--- src/rtl/fft_sched_pkg.sv ---
package fft_sched_pkg;

   // Upper bound accepted for the size exponent parameter.
   localparam int unsigned LOG2N_CEIL = 16;

   typedef enum logic {
      SEQ_IDLE = 1'b0,
      SEQ_RUN  = 1'b1
   } seq_state_e;

endpackage

--- src/rtl/fft_idx_rev.sv ---
// Reverses the low NB bits of an index, where NB is a run-time count.
module fft_idx_rev #(
   parameter int unsigned W  = 6,
   parameter int unsigned LW = 3
) (
   input  logic [W-1:0]  val,
   input  logic [LW-1:0] nbits,
   output logic [W-1:0]  rev
);

   logic [W-1:0] full_rev;

   // Mirror all W bits, then drop the W-nbits that were zero-padding.
   for (genvar b = 0; b < W; b++) begin : g_mirror
      assign full_rev[b] = val[W-1-b];
   end

   always_comb begin
      rev = full_rev >> (LW'(W) - nbits);
   end

endmodule

--- src/rtl/fft_loop_ctr.sv ---
// Span / group / offset counters for the in-place radix-2 schedule.
module fft_loop_ctr #(
   parameter int unsigned IW = 6,
   parameter int unsigned LW = 3
) (
   input  logic          clk,
   input  logic          rst,
   input  logic          load,
   input  logic          adv,
   input  logic [LW-1:0] cfg_l,
   output logic [IW-1:0] lo_raw,
   output logic [IW-1:0] hi_raw,
   output logic [IW-1:0] coef,
   output logic          final_o
);

   localparam int unsigned XW = IW + 1;

   logic [LW-1:0] stage_q;
   logic [IW-1:0] grp_q, off_q, kk_q;
   logic [XW-1:0] half_w, size_w, n_w, stride_w, grp_next_w;
   logic          off_end, grp_end, stage_end;

   always_comb begin
      half_w     = XW'(1) << stage_q;
      size_w     = half_w << 1;
      n_w        = XW'(1) << cfg_l;
      stride_w   = n_w >> (stage_q + LW'(1));
      grp_next_w = {1'b0, grp_q} + size_w;
      off_end    = ({1'b0, off_q} == (half_w - XW'(1)));
      grp_end    = (grp_next_w == n_w);
      stage_end  = (stage_q == (cfg_l - LW'(1)));
      final_o    = off_end & grp_end & stage_end;
      lo_raw     = grp_q + off_q;
      hi_raw     = lo_raw + half_w[IW-1:0];
      coef       = kk_q;
   end

   always_ff @(posedge clk) begin
      if (rst || load) begin
         stage_q <= '0;
         grp_q   <= '0;
         off_q   <= '0;
         kk_q    <= '0;
      end else if (adv && !final_o) begin
         if (off_end) begin
            off_q <= '0;
            kk_q  <= '0;
            if (grp_end) begin
               grp_q   <= '0;
               stage_q <= stage_q + LW'(1);
            end else begin
               grp_q <= grp_next_w[IW-1:0];
            end
         end else begin
            off_q <= off_q + IW'(1);
            kk_q  <= kk_q + stride_w[IW-1:0];
         end
      end
   end

endmodule

--- src/rtl/fft_bfly_sched.sv ---
module fft_bfly_sched
   import fft_sched_pkg::*;
#(
   parameter int unsigned MAX_LOG2N = 6,
   parameter bit          BITREV_EN = 1'b1,
   localparam int unsigned LW = $clog2(MAX_LOG2N + 1),
   localparam int unsigned TW = MAX_LOG2N + LW
) (
   input  logic                 clk,
   input  logic                 rst,
   input  logic                 start,
   input  logic                 step_mode,
   input  logic                 step,
   input  logic [LW-1:0]        log2n,
   input  logic                 rev_order,
   output logic                 busy,
   output logic                 valid,
   output logic [MAX_LOG2N-1:0] lo_idx,
   output logic [MAX_LOG2N-1:0] hi_idx,
   output logic [MAX_LOG2N-1:0] coef_idx,
   output logic                 last,
   output logic [TW-1:0]        total_steps
);

   localparam int unsigned IW = MAX_LOG2N;

   if (MAX_LOG2N < 1 || MAX_LOG2N > LOG2N_CEIL) begin : g_bad_param
      $error("fft_bfly_sched: MAX_LOG2N out of supported range");
   end

   seq_state_e    state_q;
   logic [LW-1:0] cfg_l;
   logic          cfg_rev, mode_q;
   logic          accept, adv, final_w;
   logic [IW-1:0] lo_raw, hi_raw, coef_raw;
   logic [IW:0]   n_w;

   assign accept = start && (state_q == SEQ_IDLE) &&
                   (log2n != '0) && (log2n <= LW'(MAX_LOG2N));
   assign adv    = (state_q == SEQ_RUN) && (!mode_q || step);

   always_ff @(posedge clk) begin
      if (rst) begin
         state_q <= SEQ_IDLE;
         cfg_l   <= '0;
         cfg_rev <= 1'b0;
         mode_q  <= 1'b0;
      end else if (accept) begin
         state_q <= SEQ_RUN;
         cfg_l   <= log2n;
         cfg_rev <= rev_order;
         mode_q  <= step_mode;
      end else if (adv && final_w) begin
         state_q <= SEQ_IDLE;
      end
   end

   fft_loop_ctr #(.IW(IW), .LW(LW)) u_ctr (
      .clk     (clk),
      .rst     (rst),
      .load    (accept),
      .adv     (adv),
      .cfg_l   (cfg_l),
      .lo_raw  (lo_raw),
      .hi_raw  (hi_raw),
      .coef    (coef_raw),
      .final_o (final_w)
   );

   if (BITREV_EN) begin : g_rev
      logic [IW-1:0] lo_rev, hi_rev;
      fft_idx_rev #(.W(IW), .LW(LW)) u_rev_lo (
         .val(lo_raw), .nbits(cfg_l), .rev(lo_rev));
      fft_idx_rev #(.W(IW), .LW(LW)) u_rev_hi (
         .val(hi_raw), .nbits(cfg_l), .rev(hi_rev));
      assign lo_idx = cfg_rev ? lo_rev : lo_raw;
      assign hi_idx = cfg_rev ? hi_rev : hi_raw;
   end else begin : g_norev
      assign lo_idx = lo_raw;
      assign hi_idx = hi_raw;
   end

   assign n_w         = (IW + 1)'(1) << cfg_l;
   assign total_steps = TW'(n_w >> 1) * TW'(cfg_l);
   assign coef_idx    = coef_raw;
   assign busy        = (state_q == SEQ_RUN);
   assign valid       = busy;
   assign last        = busy && final_w;

endmodule

--- config.mk ---
export PLATFORM = sky130hd
export DESIGN_NAME = fft_bfly_sched
export DESIGN_NICKNAME = d
export VERILOG_FILES = /design/src/rtl/fft_sched_pkg.sv /design/src/rtl/fft_idx_rev.sv /design/src/rtl/fft_loop_ctr.sv /design/src/rtl/fft_bfly_sched.sv
export SDC_FILE = /design/constraint.sdc
export NUM_CORES = 1
export LEC_CHECK = 0
export ABC_AREA = 1
export CORE_MARGIN = 2
export CORE_UTILIZATION = 45
export DETAILED_ROUTE_END_ITERATION = 16
export GPL_TIMING_DRIVEN = 0
export PLACE_DENSITY_LB_ADDON = 0.2
export SLEW_MARGIN = 15
export SYNTH_ARGS = -nofsm -noshare
export SYNTH_HDL_FRONTEND = slang
export SYNTH_SLANG_ARGS = --single-unit
--- constraint.sdc ---
create_clock -name clk -period 8.65 [get_ports clk]
set_input_delay 0.865 -clock clk [delete_from_list [all_inputs] [get_ports clk]]
set_output_delay 0.865 -clock clk [all_outputs]
set_load 0.005 [all_outputs]
* After elaboration in Yosys (flattened, before gate mapping)
Index checks and enable logic that the tools add are counted.
W data, S select, Z words.
** Cells by class
- $add $sub $neg :: 9
- Muxes and demuxes :: 7
- Shift operators :: 5
- Bitwise operators :: 3
- Reductions and logical operators :: 15
- $lt $le $gt $ge :: 1
- $mul :: 1
- Eq/ne operators :: 3
** Operator list (count)
- $mux W6 :: 5
- $add A6 B6 Y6 :: 3
- $shl A1 B3 Y7 const A :: 2
- $shr A6 B3 Y6 :: 2
- $mul A6 B3 Y9 :: 1
- $add A6 B7 Y7 :: 1
- $eq A6 B7 Y1 :: 1
- $eq A7 B7 Y1 :: 1
- $logic_and A1 B1 Y1 :: 7
- $shr A7 B3 Y6 :: 1
- $sub A7 B1 Y7 const B :: 1
- $add A6 B1 Y6 const B :: 1
- $add A3 B1 Y3 const B :: 1
- $eq A3 B3 Y1 :: 1
- $le A3 B3 Y1 const B :: 1
- $reduce_and A3 Y1 :: 1
- $reduce_bool A3 Y1 :: 1
- $sub A3 B1 Y3 const B :: 1
- $sub A3 B3 Y3 const A :: 1
- $and A1 B1 Y1 :: 2
- $logic_not A1 Y1 :: 2
- $logic_or A1 B1 Y1 :: 2
- $mux W1 :: 2
- $reduce_and A2 Y1 :: 1
- 2 further kinds :: 2
** Storage, ports and cells
- Input port bits :: 9
- Logic and storage cells :: 52
- Bits in registers :: 27
- Output and inout port bits :: 30

* Depth between registers and ports, before layout
- Word-level depth :: 8
- Gate-level depth with buffers :: 22
- Mapped depth without buffers :: 22

* Cells and area by module
Synthesis repeated with hierarchy kept, for this count alone.
** Unflattened totals
- Cell total of the unflattened synthesis :: 658
- Area, all modules :: 3876.2 um^2
** Modules (own cells, without submodules)
- fft_loop_ctr :: area an instance 2547.4 um^2, instances 1, sequential area each 400.4 um^2, cells each 419
- fft_bfly_sched :: area an instance 905.9 um^2, instances 1, sequential area each 120.1 um^2, cells each 149
- fft_idx_rev :: area an instance 211.5 um^2, instances 2, sequential area each 0.0 um^2, cells each 45

* Worst setup path before layout
OpenSTA, ideal clock, no wires.
- Kind :: flip-flop to output port
- Start :: register cfg_l[0]
- End :: output port total_steps[7]
- Buffers on the path :: 2
- Cell stages (with the launch flop) :: 18
- Path slack :: 4.670 ns
- Required time :: 7.785 ns
- Arrival time :: 3.115 ns
- Cells stage by stage :: dfxtp_1 -> clkbuf_1 -> inv_1 -> clkbuf_1 -> ha_1 -> nand2_1 -> inv_1 -> nand2_1 -> fa_1 -> inv_1 -> ha_1 -> nand2_1 -> nor2_1 -> a211oi_1 -> nor2_1 -> o21ai_0 -> nand2_1 -> xor2_1
** Between the ends
- Word-level cells in the longest chain between the ends :: 2
** Ends and longest elaborated chain
- start, declared :: RTL line fft_bfly_sched.sv:32 : logic [LW-1:0] cfg_l;
- start signal, assigned :: RTL line fft_bfly_sched.sv:50 : cfg_l <= log2n;
- $shl A1 B3 Y7 :: RTL line fft_bfly_sched.sv:83 : assign n_w = (IW + 1)'(1) << cfg_l;
- $mul A6 B3 Y9 (*) :: RTL line fft_bfly_sched.sv:84 : assign total_steps = TW'(n_w >> 1) * TW'(cfg_l);
- end, declared :: RTL line fft_bfly_sched.sv:22 : output logic [TW-1:0] total_steps
Mark *: on every way between the ends. The rest lies on a longest branch, timed or not.

* Final worst setup path
Ends and elaborated chain as after synthesis.

==> Implementation_results.wiki <==
{| class="wikitable"
! Metric !! Value
|-
| Hold path start || mode_q$_SDFFE_PP0P_
|-
| Detail Route Antenna Nets || 0
|-
| Number of synthesized register bits || 26
|-
| Kind of capture point of the worst setup path || output pin
|-
| Detail-routed net length per standard cell || 12.08 µm
|-
| Area of the die || 8518 µm²
|-
| Commonest non-fill, non-tap cell in the layout || sky130_fd_sc_hd__nand2_1
|-
| Core Area || 7647 µm²
|-
| Worst hold stages || 2
|-
| Maximum capacitance violations || 0
|-
| Outcome || finished, final reports clean
|-
| Overall fraction of global-route tracks in use || 21.16%
|-
| Most frequent cells in the layout || sky130_fd_sc_hd__nand2_1, sky130_fd_sc_hd__inv_1, sky130_fd_sc_hd__nor2_1, sky130_fd_sc_hd__o21ai_0, sky130_fd_sc_hd__nand3_1
|-
| Clock tree from TritonCTS || done
|-
| Sort of element at the start of the critical path || register
|-
| Maximum operating frequency || 184.5 MHz
|-
| Number of buffers on the longest clock path || 2
|-
| Synthesis Warnings || 0
|-
| Avg Synthesized Cell Area || 5.896 µm²
|-
| Transition time of the tightest slew-check pin || approximately 0.9 ns
|-
| Number of slew-limit violations in the final report || 0
|-
| Number of buffer cells added on primary ports || 38
|-
| Number of resized instances in the post-cts repair step || 0
|-
| Net switching power figure || 0.1766 mW
|-
| Final setup viols || 0
|-
| Clock sinks || 26
|-
| Die width || 92.30 µm
|-
| Clock slew at reported path FFs || 0.11 ns
|-
| DRC violation count after routing || 0
|-
| Insertion delay of the later-clocked pin in the worst-skew pair || roughly 0.28 ns
|-
| Layout cell share with drive strength beyond 1 || 3.448%
|-
| Effective utilization at floorplan || ~46%
|-
| Fraction of power consumed by combinational cells || 45.4%
|-
| Normalized max-slew margin || 39.89%
|-
| Final core occ || around 54%
|-
| Sequential element share of the synthesized area || 14.84%
|-
| Worst reg2reg path endpoint || u_ctr.coef[4]$_SDFFE_PP0N_
|-
| RD Place Congestion || slightly below 0.9
|-
| Design internal power || around 0.27 mW
|-
| Post-Route WL || just under 9 mm
|-
| Reg2reg start || cfg_l[0]$_SDFFE_PP0P_
|-
| Critical path peak fanout || 12
|-
| Reg power frac || 30.4%
|-
| Synth-to-layout area growth || 16.62%
|-
| Static Leakage || 2.085 nW
|-
| Number of antenna repair diodes || 0
|-
| Arrival time reported for the critical path endpoint || 4.56 ns
|-
| Chip height || slightly above 90 µm
|-
| Number of DRC markers in iteration 0 || 204
|-
| Switching share of power || 39.54%
|-
| Number of H-tree levels || 1
|-
| Final hold violation count || 0
|-
| Cell depth of the worst flop-to-flop path || 17
|-
| CP required || 7.79 ns
|-
| Placed wire-length estimate || a little over 7 mm
|-
| Top-level I/O count || 39
|-
| Clk_skew || 0.007244 ns
|-
| Total negative slack || 0 ns
|-
| Minimum period implied by the final worst setup slack || about 5.4 ns
|-
| Final #Nets || 690
|-
| Class of the most critical hold timing path || reg2reg
|-
| PwrDens || about 110 nW/µm²
|-
| Post-synthesis cell count || 595
|-
| Largest net degree at the start of global routing || 16
|-
| R2R Setup Slk || 4.71 ns
|-
| Clock buffer count from CTS || 3
|-
| Initial antenna violation count || 0
|-
| Global-route congestion overflow total || 0
|-
| Vias in the first global route || 3397
|-
| Count of cell types in the netlist || 42
|-
| Count of TritonRoute iterations in the first routing pass || 5
|-
| WS Path Type || reg2out
|-
| Mapped cell area || 3508 µm²
|-
| Clock share of power || 24.2%
|-
| Final worst path period share || 62.66%
|-
| Number of hold-repair buffers added at the cts stage || 0
|-
| Worst vdd ir || 63.46 µV
|-
| Detailed-route vias per instance || 5.093
|-
| Post-CTS Setup Bufs || 0
|-
| Unrepaired setup endpoints after global routing || no
|-
| Hold-critical path endpoint || mode_q$_SDFFE_PP0P_
|-
| First-pass GRT wire length || 15.06 mm
|-
| Vias || 3769
|-
| Root cell of the clock tree || sky130_fd_sc_hd__clkbuf_8
|-
| Row cnt || 32
|}
state kept, by name (all words and copies together) (netlist names):
| signal | count |
|---|---|
| cfg_rev | 1 |
| busy | 1 |
| u_ctr.grp_q | 5 |
| u_ctr.stage_q | 3 |
| u_ctr.coef | 6 |
| u_ctr.off_q | 6 |
| mode_q | 1 |
| cfg_l | 3 |
layout make-up:
type | count | area, µm²
Fill cell | 792 | 3556
Multi-Input combinational cell | 467 | 2589
Sequential cell | 26 | 520.5
Timing Repair Buffer | 38 | 380.4
Inverter | 91 | 341.6
Tap cell | 102 | 127.6
Buffer | 12 | 61.31
Clock buffer | 3 | 41.29
Clock inverter | 1 | 30.03
cells in the mapped netlist:
cell type	instances	area share (%)
sky130_fd_sc_hd__o211ai_1	2	0.43
sky130_fd_sc_hd__nor2_1	68	7.3
sky130_fd_sc_hd__nand2_1	174	19
sky130_fd_sc_hd__nand3_2	1	0.29
sky130_fd_sc_hd__ha_1	36	13
sky130_fd_sc_hd__nor4_1	1	0.18
sky130_fd_sc_hd__or2_2	2	0.36
sky130_fd_sc_hd__o32ai_1	2	0.50
sky130_fd_sc_hd__nand3b_1	2	0.43
sky130_fd_sc_hd__inv_1	86	9.2
sky130_fd_sc_hd__nor2_2	3	0.54
sky130_fd_sc_hd__o21ai_0	46	6.6
sky130_fd_sc_hd__xnor2_1	13	3.2
sky130_fd_sc_hd__xor2_1	11	2.7
sky130_fd_sc_hd__buf_6	1	0.32
sky130_fd_sc_hd__mux2i_1	1	0.29
sky130_fd_sc_hd__and2_1	1	0.18
sky130_fd_sc_hd__nand2_2	2	0.36
sky130_fd_sc_hd__conb_1	2	0.21
sky130_fd_sc_hd__nand2_4	2	0.64
sky130_fd_sc_hd__clkbuf_1	8	0.86
sky130_fd_sc_hd__nand4_1	5	0.89
sky130_fd_sc_hd__o31ai_1	2	0.43
sky130_fd_sc_hd__fa_1	6	3.4
sky130_fd_sc_hd__nand4_4	1	0.61
sky130_fd_sc_hd__buf_4	2	0.43
sky130_fd_sc_hd__a21oi_1	29	4.1
sky130_fd_sc_hd__o21bai_1	3	0.64
sky130_fd_sc_hd__o22ai_1	2	0.36
sky130_fd_sc_hd__nor3_1	2	0.29
sky130_fd_sc_hd__clkinv_1	4	0.43
sky130_fd_sc_hd__nand3_1	39	5.6
sky130_fd_sc_hd__o21ai_1	2	0.29
sky130_fd_sc_hd__and3_1	1	0.18
sky130_fd_sc_hd__inv_2	1	0.11
sky130_fd_sc_hd__a21boi_0	1	0.21
sky130_fd_sc_hd__a211oi_1	1	0.21
sky130_fd_sc_hd__dfxtp_1	26	15
sky130_fd_sc_hd__nor3b_1	1	0.21
sky130_fd_sc_hd__nor2_4	1	0.32
sky130_fd_sc_hd__o21ai_2	1	0.25
sky130_fd_sc_hd__clkbuf_2	1	0.14
critical path, stage by stage (launching register included):
cell	delay, ns
sky130_fd_sc_hd__dfxtp_1	0.37
sky130_fd_sc_hd__clkbuf_1	0.24
sky130_fd_sc_hd__inv_1	0.22
sky130_fd_sc_hd__clkbuf_1	0.51
sky130_fd_sc_hd__ha_1	0.27
sky130_fd_sc_hd__nand2_1	0.12
sky130_fd_sc_hd__inv_1	0.18
sky130_fd_sc_hd__nand2_1	0.10
sky130_fd_sc_hd__fa_1	0.52
sky130_fd_sc_hd__inv_1	0.04
sky130_fd_sc_hd__ha_1	0.34
sky130_fd_sc_hd__nand2_1	0.08
sky130_fd_sc_hd__nor2_1	0.04
sky130_fd_sc_hd__a211oi_1	0.29
sky130_fd_sc_hd__nor2_1	0.07
sky130_fd_sc_hd__o21ai_0	0.15
sky130_fd_sc_hd__nand2_1	0.08
sky130_fd_sc_hd__xor2_1	0.12
sky130_fd_sc_hd__clkdlybuf4s50_1	0.51
routing by layer:
metal,track usage [%],share of wire (%),vias up
li1,-,-,1972
met1,28.33,47,1698
met3,1.221,3.4,11
met4,4.602,1.2,0
met5,0,0,-
met2,37.62,48,88
how the worst max path moves through the flow:
| stage | cells after the start | slack (ns) | start | endpoint |
|---|---|---|---|---|
| floorplan | 17 | 4.67 | cfg_l[0]$_SDFFE_PP0P_ | total_steps[7] |
| global placement | 18 | 3.58 | cfg_l[0]$_SDFFE_PP0P_ | total_steps[7] |
| detailed placement | 18 | 3.56 | cfg_l[0]$_SDFFE_PP0P_ | total_steps[7] |
| CTS | 18 | 3.21 | cfg_l[0]$_SDFFE_PP0P_ | total_steps[7] |
| global route | 18 | 2.83 | cfg_l[0]$_SDFFE_PP0P_ | total_steps[7] |
| finish | 18 | 3.23 | cfg_l[0]$_SDFFE_PP0P_ | total_steps[7] |
through the flow:
stage / setup slack (ns) / instances / total power [mW] / cell area [µm²] / hold WS, ns
global placement: 3.584 / 736 / 0.3366 / 4020 / 0.4429
detailed placement: 3.564 / 736 / 0.3398 / 4020 / 0.4620
floorplan: 4.670 / 596 / 0.2740 / 3512 / 0.4297
CTS: 3.210 / 740 / 0.4486 / 4091 / 0.4786
finish: 3.230 / 740 / 0.4468 / 4091 / 0.4767
global route: 2.830 / 740 / 0.4816 / 4091 / 0.5033
power groups by stage:
stage	Clock [mW]	Sequential [mW]	Combinational, mW
6_report	0.108	0.136	0.203
5_1_grt	0.113	0.137	0.231
3_5_place_dp	0	0.139	0.201
2_1_floorplan	0	0.136	0.138
4_1_cts	0.110	0.136	0.203
3_3_place_gp	0	0.138	0.198
logic make-up (layout without fill, tap and decap cells):
family          Yosys count  after routing  synth area share (%)
other cells               2              3                0.2141
buf+inv                 103            145                 11.48
fa+ha+maj                42             42                 16.26
mux                       1              1                0.2853
xor+xnor                 24             24                 5.991
simple gates            306            306                 36.91
flops                    26             26                 14.84
compound gates           91             91                 14.02
Note: power is estimated with default switching activity, not from simulation.
